--- config.mk ---
export PLATFORM = sky130hd
export DESIGN_NAME = i2c_blk_xfer
export DESIGN_NICKNAME = d
export VERILOG_FILES = /design/src/rtl/i2c_blk_pkg.sv /design/src/rtl/blk_eng_port.sv /design/src/rtl/blk_gap_timer.sv /design/src/rtl/blk_poll_ctr.sv /design/src/rtl/i2c_blk_xfer.sv
export SDC_FILE = /design/constraint.sdc
export NUM_CORES = 1
export LEC_CHECK = 0
export BUFFER_PORTS_ARGS = -buffer_cell sky130_fd_sc_hd__buf_4
export CORE_MARGIN = 5
export CORE_UTILIZATION = 40
export DETAILED_ROUTE_END_ITERATION = 6
export GPL_ROUTABILITY_DRIVEN = 0
export PLACE_DENSITY_LB_ADDON = 0.1
export SLEW_MARGIN = 20
export SYNTH_ARGS = -nofsm -noshare
export SYNTH_HDL_FRONTEND = slang
export SYNTH_SLANG_ARGS = --single-unit
--- constraint.sdc ---
create_clock -name clk_i -period 3.1 [get_ports clk_i]
set_clock_uncertainty 0.1 [all_clocks]
set_input_delay 0.62 -clock clk_i [delete_from_list [all_inputs] [get_ports clk_i]]
set_output_delay 0.62 -clock clk_i [all_outputs]
set_load 0.01 [all_outputs]
--- src/rtl/i2c_blk_pkg.sv ---
package i2c_blk_pkg;

  typedef enum logic [1:0] {
    OP_WR   = 2'd0,
    OP_RD   = 2'd1,
    OP_STOP = 2'd2
  } eng_op_e;

  typedef enum logic [3:0] {
    S_IDLE,
    S_ADDR_W,
    S_OFFS,
    S_GAP,
    S_ADDR_R,
    S_RDATA,
    S_WFETCH,
    S_WDATA,
    S_CHUNK_STOP,
    S_POLL,
    S_POLL_STOP,
    S_DISCARD,
    S_ABORT
  } seq_state_e;

endpackage

--- src/rtl/blk_eng_port.sv ---
module blk_eng_port (
  input  logic       clk_i,
  input  logic       rst_ni,
  input  logic       issue_i,
  input  logic [1:0] op_i,
  input  logic       start_i,
  input  logic       stop_i,
  input  logic [7:0] byte_i,
  input  logic       done_i,
  output logic       req_o,
  output logic [1:0] op_o,
  output logic       start_o,
  output logic       stop_o,
  output logic [7:0] byte_o
);

  always_ff @(posedge clk_i or negedge rst_ni) begin
    if (!rst_ni) begin
      req_o   <= 1'b0;
      op_o    <= 2'd0;
      start_o <= 1'b0;
      stop_o  <= 1'b0;
      byte_o  <= 8'h00;
    end else if (issue_i && !req_o) begin
      req_o   <= 1'b1;
      op_o    <= op_i;
      start_o <= start_i;
      stop_o  <= stop_i;
      byte_o  <= byte_i;
    end else if (done_i) begin
      req_o   <= 1'b0;
    end
  end


  req_hold_chk: assert property (@(posedge clk_i) disable iff (!rst_ni)
    (req_o && !done_i) |=> (req_o && $stable(op_o) && $stable(byte_o)
                            && $stable(start_o) && $stable(stop_o)));

endmodule

--- src/rtl/blk_gap_timer.sv ---
module blk_gap_timer #(
  parameter int GAP_CYC = 15000
) (
  input  logic clk_i,
  input  logic rst_ni,
  input  logic load_i,
  output logic expired_o
);

  localparam int CW = $clog2(GAP_CYC + 1);

  logic [CW-1:0] cnt_q;

  always_ff @(posedge clk_i or negedge rst_ni) begin
    if (!rst_ni)            cnt_q <= '0;
    else if (load_i)        cnt_q <= CW'(GAP_CYC);
    else if (cnt_q != '0)   cnt_q <= cnt_q - 1'b1;
  end

  assign expired_o = (cnt_q == '0);


  gap_load_chk: assert property (@(posedge clk_i) disable iff (!rst_ni)
    load_i |=> !expired_o);

endmodule

--- src/rtl/blk_poll_ctr.sv ---
module blk_poll_ctr #(
  parameter int POLL_MAX = 100
) (
  input  logic clk_i,
  input  logic rst_ni,
  input  logic clear_i,
  input  logic inc_i,
  output logic at_max_o
);

  localparam int CW = $clog2(POLL_MAX + 1);

  logic [CW-1:0] cnt_q;

  always_ff @(posedge clk_i or negedge rst_ni) begin
    if (!rst_ni)                          cnt_q <= '0;
    else if (clear_i)                     cnt_q <= '0;
    else if (inc_i && !at_max_o)          cnt_q <= cnt_q + 1'b1;
  end

  assign at_max_o = (cnt_q == CW'(POLL_MAX));


  poll_bound_chk: assert property (@(posedge clk_i) disable iff (!rst_ni)
    cnt_q <= CW'(POLL_MAX));

endmodule

--- src/rtl/i2c_blk_xfer.sv ---
module i2c_blk_xfer
  import i2c_blk_pkg::*;
#(
  parameter int LEN_W    = 8,
  parameter int CHUNK    = 4,
  parameter int POLL_MAX = 100,
  parameter int GAP_CYC  = 15000
) (
  input  logic             clk_i,
  input  logic             rst_ni,
  input  logic             start_i,
  input  logic             wr_i,
  input  logic             legacy_i,
  input  logic [6:0]       dev_i,
  input  logic [7:0]       offset_i,
  input  logic [LEN_W-1:0] len_i,
  output logic             done_o,
  output logic             err_o,
  input  logic [7:0]       wdata_i,
  input  logic             wvalid_i,
  output logic             wready_o,
  output logic [7:0]       rdata_o,
  output logic             rvalid_o,
  output logic             eng_req_o,
  output logic [1:0]       eng_op_o,
  output logic             eng_start_o,
  output logic             eng_stop_o,
  output logic [7:0]       eng_byte_o,
  input  logic             eng_done_i,
  input  logic             eng_nack_i,
  input  logic [7:0]       eng_rdata_i
);

  localparam int CW = $clog2(CHUNK + 1);

  seq_state_e       state_q;
  logic [6:0]       dev_q;
  logic [7:0]       offs_q;
  logic [LEN_W-1:0] rem_q;
  logic [CW-1:0]    chunk_q;
  logic [CW-1:0]    clen_q;
  logic             wr_q;
  logic             legacy_q;
  logic [7:0]       wbyte_q;
  logic             done_q;
  logic             err_q;
  logic             rvalid_q;
  logic [7:0]       rdata_q;

  logic             done_ev;
  logic             op_state;
  logic             issue;
  eng_op_e          op_sel;
  logic             start_sel;
  logic             stop_sel;
  logic [7:0]       byte_sel;
  logic             gap_load;
  logic             gap_expired;
  logic             poll_clr;
  logic             poll_inc;
  logic             poll_at_max;

  function automatic logic [CW-1:0] chunk_of(input logic [LEN_W-1:0] n);
    return (n > LEN_W'(CHUNK)) ? CW'(CHUNK) : CW'(n);
  endfunction

  assign done_ev = eng_done_i && eng_req_o;

  // command selection per state
  always_comb begin
    op_state  = 1'b1;
    op_sel    = OP_WR;
    start_sel = 1'b0;
    stop_sel  = 1'b0;
    byte_sel  = 8'h00;
    unique case (state_q)
      S_ADDR_W: begin
        start_sel = 1'b1;
        byte_sel  = legacy_q ? {offs_q[6:0], !wr_q} : {dev_q, 1'b0};
      end
      S_OFFS:   byte_sel = offs_q;
      S_ADDR_R, S_POLL: begin
        start_sel = 1'b1;
        byte_sel  = {dev_q, 1'b1};
      end
      S_RDATA: begin
        op_sel   = OP_RD;
        stop_sel = (rem_q == LEN_W'(1));
      end
      S_DISCARD: begin
        op_sel   = OP_RD;
        stop_sel = 1'b1;
      end
      S_WDATA:  byte_sel = wbyte_q;
      S_CHUNK_STOP, S_POLL_STOP, S_ABORT: op_sel = OP_STOP;
      default:  op_state = 1'b0;
    endcase
  end

  assign issue    = op_state && !eng_req_o;
  assign wready_o = (state_q == S_WFETCH);
  assign gap_load = done_ev && (state_q == S_OFFS) && !eng_nack_i && !wr_q;
  assign poll_clr = done_ev && (state_q == S_CHUNK_STOP);
  assign poll_inc = done_ev && (state_q == S_POLL) && eng_nack_i;

  blk_eng_port u_port (
    .clk_i   (clk_i),
    .rst_ni  (rst_ni),
    .issue_i (issue),
    .op_i    (op_sel),
    .start_i (start_sel),
    .stop_i  (stop_sel),
    .byte_i  (byte_sel),
    .done_i  (eng_done_i),
    .req_o   (eng_req_o),
    .op_o    (eng_op_o),
    .start_o (eng_start_o),
    .stop_o  (eng_stop_o),
    .byte_o  (eng_byte_o)
  );

  blk_gap_timer #(.GAP_CYC(GAP_CYC)) u_gap (
    .clk_i     (clk_i),
    .rst_ni    (rst_ni),
    .load_i    (gap_load),
    .expired_o (gap_expired)
  );

  blk_poll_ctr #(.POLL_MAX(POLL_MAX)) u_poll (
    .clk_i    (clk_i),
    .rst_ni   (rst_ni),
    .clear_i  (poll_clr),
    .inc_i    (poll_inc),
    .at_max_o (poll_at_max)
  );

  always_ff @(posedge clk_i or negedge rst_ni) begin
    if (!rst_ni) begin
      state_q  <= S_IDLE;
      dev_q    <= '0;
      offs_q   <= '0;
      rem_q    <= '0;
      chunk_q  <= '0;
      clen_q   <= '0;
      wr_q     <= 1'b0;
      legacy_q <= 1'b0;
      wbyte_q  <= '0;
      done_q   <= 1'b0;
      err_q    <= 1'b0;
      rvalid_q <= 1'b0;
      rdata_q  <= '0;
    end else begin
      done_q   <= 1'b0;
      rvalid_q <= 1'b0;
      unique case (state_q)
        S_IDLE: if (start_i) begin
          dev_q    <= dev_i;
          offs_q   <= offset_i;
          rem_q    <= len_i;
          wr_q     <= wr_i;
          legacy_q <= legacy_i;
          chunk_q  <= chunk_of(len_i);
          clen_q   <= chunk_of(len_i);
          if (len_i == '0) begin
            done_q <= 1'b1;
            err_q  <= 1'b0;
          end else begin
            state_q <= S_ADDR_W;
          end
        end
        S_ADDR_W: if (done_ev) begin
          if (eng_nack_i)    state_q <= S_ABORT;
          else if (legacy_q) state_q <= wr_q ? S_WFETCH : S_RDATA;
          else               state_q <= S_OFFS;
        end
        S_OFFS: if (done_ev) begin
          if (eng_nack_i) state_q <= S_ABORT;
          else            state_q <= wr_q ? S_WFETCH : S_GAP;
        end
        S_GAP: if (gap_expired) state_q <= S_ADDR_R;
        S_ADDR_R: if (done_ev) state_q <= eng_nack_i ? S_ABORT : S_RDATA;
        S_RDATA: if (done_ev) begin
          rvalid_q <= 1'b1;
          rdata_q  <= eng_rdata_i;
          rem_q    <= rem_q - 1'b1;
          if (rem_q == LEN_W'(1)) begin
            state_q <= S_IDLE;
            done_q  <= 1'b1;
            err_q   <= 1'b0;
          end
        end
        S_WFETCH: if (wvalid_i) begin
          wbyte_q <= wdata_i;
          state_q <= S_WDATA;
        end
        S_WDATA: if (done_ev) begin
          if (eng_nack_i) begin
            state_q <= S_ABORT;
          end else begin
            rem_q   <= rem_q - 1'b1;
            chunk_q <= chunk_q - 1'b1;
            state_q <= (chunk_q == CW'(1)) ? S_CHUNK_STOP : S_WFETCH;
          end
        end
        S_CHUNK_STOP: if (done_ev) state_q <= S_POLL;
        S_POLL: if (done_ev) state_q <= eng_nack_i ? S_POLL_STOP : S_DISCARD;
        S_POLL_STOP: if (done_ev) begin
          if (poll_at_max) begin
            state_q <= S_IDLE;
            done_q  <= 1'b1;
            err_q   <= 1'b1;
          end else begin
            state_q <= S_POLL;
          end
        end
        S_DISCARD: if (done_ev) begin
          if (rem_q == '0) begin
            state_q <= S_IDLE;
            done_q  <= 1'b1;
            err_q   <= 1'b0;
          end else begin
            offs_q  <= offs_q + 8'(clen_q);
            chunk_q <= chunk_of(rem_q);
            clen_q  <= chunk_of(rem_q);
            state_q <= S_ADDR_W;
          end
        end
        S_ABORT: if (done_ev) begin
          state_q <= S_IDLE;
          done_q  <= 1'b1;
          err_q   <= 1'b1;
        end
        default: state_q <= S_IDLE;
      endcase
    end
  end

  assign done_o   = done_q;
  assign err_o    = err_q;
  assign rvalid_o = rvalid_q;
  assign rdata_o  = rdata_q;


  done_pulse_chk: assert property (@(posedge clk_i) disable iff (!rst_ni)
    done_o |=> !done_o);


  fetch_idle_chk: assert property (@(posedge clk_i) disable iff (!rst_ni)
    wready_o |-> !eng_req_o);


  chunk_bound_chk: assert property (@(posedge clk_i) disable iff (!rst_ni)
    chunk_q <= CW'(CHUNK));


  rdata_src_chk: assert property (@(posedge clk_i) disable iff (!rst_ni)
    rvalid_o |-> $past(eng_done_i));


  gap_quiet_chk: assert property (@(posedge clk_i) disable iff (!rst_ni)
    (state_q == S_GAP) |-> !eng_req_o);

endmodule

---- Word level (Yosys, flattened, before mapping) ----
Cells that the tools add are included.
operators by class
  bitwise operators ....................... 0
  reductions and logical operators ........ 39
  equal/unequal tests ..................... 35
  $lt $le $gt $ge ......................... 2
  multiplexer cells ....................... 78
  divide/modulo/power cells ............... 0
  shift-type cells ........................ 0
  multiply operators ...................... 0
  add/sub/neg operators ................... 5
operator list
  cell                   count
  $mux 4                 21
  $mux 8                 8
  $pmux 4 s13            1
  $ne 2x2->1 const B     19
  $pmux 8 s4             1
  $mux 14                2
  $mux 3                 9
  $mux 1                 25
  $pmux 8 s3             1
  $eq 4x4->1 const B     5
  $eq 4x3->1 const B     4
  $gt 8x3->1 const B     2
  $logic_not 8->1        2
  $pmux 8 s2             1
  $reduce_and 15->1      1
  $logic_not 14->1       1
  $mux 7                 2
  $reduce_bool 14->1     1
  $sub 14x1->14 const B  1
  $logic_and 1x1->1      10
  $pmux 1 s5             2
  $reduce_and 10->1      1
  $reduce_or 10->1       1
  $pmux 3 s3             1
  25 further kinds       37
word-level totals
  bits in latches ......................... 0
  output and inout port bits .............. 25
  memories kept ........................... 0
  memory bits (read-only) ................. 0
  word-level logic and storage cells ...... 179
  RAM bits ................................ 0
  bits in registers ....................... 88
  input bits .............................. 47

---- Longest topological paths before layout ----
  word-level depth ........................ 6
  depth in mapped cells ................... 8
  gate-level depth less buffers ........... 7

---- By module ----
Synthesis repeated with hierarchy kept, for this count alone.
second synthesis, totals
  cells, all modules ...................... 552
  area total of the unflattened synthesis .. 5230.0 µm²
modules (own cells, without submodules)
  module         times used  sequential area each (µm²)  area an instance (µm²)  cells an instance
  i2c_blk_xfer   1           1351.3                      3437.0                  397
  blk_gap_timer  1           350.3                       803.3                   80
  blk_eng_port   1           325.3                       540.5                   29
  blk_poll_ctr   1           175.2                       449.2                   46

---- Least setup slack after synthesis ----
OpenSTA, ideal clock, no wires.
  kind .................................... register -> register
  start ................................... register state_q[0]
  end ..................................... register state_q[1]
  path buffers ............................ 1
  required time ........................... 2875 ps
  period minus slack after synthesis ...... 2227 ps
  arrival ................................. 2002 ps
  setup time .............................. 125 ps
  setup slack ............................. 873 ps
  cell stages (with the launch flop) ...... 6
  cell sequence ........................... dfrtp_1 > buf_6 > or4_4 > or4_4 > nand4_2 > mux2_2
between the ends
  longest elaborated chain between the ends .. 3
  elaborated cells between the ends (all ways) .. 30
  classes of those cells .................. eq/ne: 27; mux: 1; reduce/logical: 2
RTL lines
  what                                      line                 text
  from (decl)                               i2c_blk_xfer.sv:36   seq_state_e state_q;
  from (signal assigned)                    i2c_blk_xfer.sv:173  else if (legacy_q) state_q <= wr_q ? S_WFETCH : S_RDATA;
  from (signal assigned)                    i2c_blk_xfer.sv:178  else state_q <= wr_q ? S_WFETCH : S_GAP;
  from (signal assigned)                    i2c_blk_xfer.sv:181  S_ADDR_R: if (done_ev) state_q <= eng_nack_i ? S_ABORT : S_RDATA;
  $eq 4x3->1, or another cell as far along  i2c_blk_xfer.sv:155  unique case (state_q)
  $ne 2x2->1 (no line)                      -
  $reduce_and 15->1 (no line)               -
Parallel ways exist; a longest one is shown, timed or not.
A chain may end at the register's enable or synchronous reset.

---- Worst setup path in the final report ----
  start ................................... register state_q[2]
  end ..................................... output wready_o
between the ends
  longest elaborated chain between the ends .. 1
RTL lines
  what        line                 text
  $eq 4x3->1  i2c_blk_xfer.sv:101  assign wready_o = (state_q == S_WFETCH);
  to (decl)   i2c_blk_xfer.sv:21   output logic wready_o,
No other way between the ends.

==> reports/results.ini <==
[status]
outcome=completed

[power]
internal_power_mw=3.370
pwr-share-clk_pct=21.3
seqPwrFrac_pct=37.4
powerDensity_mw_per_mm2=895.9
power_frac_comb_pct=41.3
p_switching_mw=2.152
max-vdd-ir-drop_mv=0.5775
leakagePower_nw=2.751
power_switching_share_pct=38.97

[setup_path]
critPathKind=reg -> out
crit_arrival_ns=1.88
critPathRequiredTime_ns=2.38
cp-end-kind=output port
worstPathMaxFanout=23
worst_setup_path_start_kind=flop

[cts]
numClockSinks=88
numCtsBuffers=9
postCtsHoldBufs=0
root_buffer=clkbuf_16
post_cts_buffers=0
htreeDepth=3
cts_resized=0
cts_buffer_depth=2
path_clk_slew_ns=0.06
clkLatencyLatePin_ns=0.35
cts_tree=done

[timing]
finalHoldViolations=0
tightest_slew_ns=0.8878
max-slew-margin-rel_pct=40.26
fin_crit_sh_pct=83.99
hold_ws_ns=0.1409
fin_crit_ns=2.604
slew_violations=0
fmax_mhz=384.1
fin_tns_setup_ns=0
rsz0062_at_grt=false
finalSetupViolations=0

[global_routing]
grt_pass1_vias=4287
grt_first_pass_wirelength_mm=21.68
antenna_found_initial=0
grt_overflow=0
grt_usage_pct=18.31
grt_max_degree=40

[detailed_routing]
vias=4394
drc=0
drtAntennaViolNets=0
routed_via_density=5.520
routed_wl_mm=13.35
drtIter0Drc=211
wl_per_cell_um=16.77
drt_first_pass_iters=5

[die]
initial_core_util_pct=40.57
fp.coreArea_mm2=0.01252
num_rows=41
die-area_mm2=0.01505
io_pins=72
dieHeight_um=122.7
chipWidth_um=122.7

[logic_synthesis]
netlist.area_leader.share_pct=43.36
ys_ff_latch=88
synth_cell_type_count=70
synth_area_mm2=0.005079
synth_edf_count=0
ys_seq_area_share_pct=43.36
synth_area_leaders=dfrtp_1 (43%), mux2_2 (4.7%), nand2_1 (4.4%), nor2_1 (3.6%), o21ai_0 (3.2%)
synth_nets=608
yosysTopAreaCell=dfrtp_1
yosys_warnings=0
synth_commonest_cells=dfrtp_1 (88), nand2_1 (60), nor2_1 (49)
yosys.cell_count.top_type=dfrtp_1
synth_area_per_cell_um2=9.268
async_flop_share_pct=100.0
synth_top_flop_cell=dfrtp_1
syn_inst=548

[finish]
drive_above_1_share_pct=21.79
n_antenna_cell=0
fill_cells=1243
final_nets=679
syn_to_final_growth_pct=21.38

[worst_hold_path]
hold_class=in -> async

[placed_design]
port-buffer-count=71
hpwl_mm=9.926

[run]
maxCapViolCount=0

[worst max-delay path, stage by stage (launching register included)]
cell	delay, ns
dfrtp_1	0.62
buf_12	0.22
nor2b_1	0.34
and2_1	0.23
buf_4	0.14
[power groups by stage]
| stage | clock, mW | sequential [mW] | combinational (mW) |
|---|---|---|---|
| global route | 1.25 | 2.14 | 2.56 |
| finish | 1.17 | 2.07 | 2.28 |
| global placement | 0 | 2.07 | 2.24 |
| detailed placement | 0 | 2.09 | 2.28 |
| CTS | 1.20 | 2.06 | 2.30 |
| floorplan | 0 | 1.96 | 1.64 |
[final timing paths]
| check | startpoint | end | slack [ns] | cells after the start |
|---|---|---|---|---|
| max | state_q[2] | wready_o | 0.50 | 4 |
| min | rst_ni | u_poll.cnt_q[6] | 0.14 | 1 |
| max reg2reg | state_q[3] | u_port.byte_o[4] | 0.69 | 6 |
| min reg2reg | rdata_o[2] | rdata_o[2] | 0.38 | 2 |
| max in group asynchronous | rst_ni | u_gap.cnt_q[3] | 2.14 | 2 |
| min in group clk_i | eng_rdata_i[2] | rdata_o[2] | 0.36 | 3 |
[layout by cell type (no fill, tap or decap), types with 5 or more instances in the layout]
cell,count
dfrtp_1,88
buf_4,86
nand2_1,60
nor2_1,49
o21ai_0,32
a21oi_1,31
inv_1,21
mux2_2,21
a22o_1,14
nor3_1,12
nand3_1,12
ha_1,12
nor4_1,11
nand2b_1,11
or3_1,10
a22oi_1,9
clkbuf_16,9
nor2b_1,8
xor2_1,8
xnor2_1,7
a31oi_1,6
a221o_1,6
and2_1,5
a21o_1,5
nand3b_1,5
nand4_1,5
a211oi_1,5
[layer usage]
metal	GRT usage (%)	share of wire, %
met5	0	0
met4	5.668	0.69
met3	4.747	4.1
met2	29.21	49
met1	24.42	46
[stage by stage]
step | util, % | power, mW | std cells | setup WS [ns] | cell area (µm²)
after floorplan | - | 3.604 | 548 | 0.8732 | 5079
after global placement | 46.74 | 4.307 | 780 | 0.6189 | 5851
after detailed placement | 46.74 | 4.372 | 780 | 0.5815 | 5851
after CTS | 49.25 | 5.568 | 796 | 0.5069 | 6165
after global routing | 49.25 | 5.956 | 796 | 0.3949 | 6165
final | 49.25 | 5.523 | 796 | 0.4964 | 6165
[registers in the layout (all words and copies together) (netlist names), 2 cells and up]
| register | cells |
|---|---|
| dev_q | 7 |
| offs_q | 8 |
| rdata_o | 8 |
| u_gap.cnt_q | 14 |
| wbyte_q | 8 |
| u_port.op_o | 2 |
| u_poll.cnt_q | 7 |
| clen_q | 3 |
| state_q | 4 |
| chunk_q | 3 |
| u_port.byte_o | 8 |
| rem_q | 8 |
[area by class of cell]
class	count	area [µm²]	area share [%]
clock buffers	11	232.7	3.775
inverters	22	82.58	1.340
clock inverters	5	81.33	1.319
flip-flops and latches	88	2202	35.72
multi-input cells	410	2665	43.23
repair buffers	88	685.7	11.12
well taps	172	215.2	3.491
[cell families (layout without fill, tap and decap cells)]
family / count (synthesis) / count (layout) / synth area share [%]
flops: 88 / 88 / 43.36
compound gates: 147 / 147 / 20.20
xor+xnor: 15 / 15 / 2.587
fa+ha+maj: 13 / 13 / 3.351
mux: 23 / 23 / 5.051
simple gates: 212 / 212 / 21.29
buf+inv: 50 / 126 / 4.164
No activity file was read; power rests on OpenSTA's default activity.
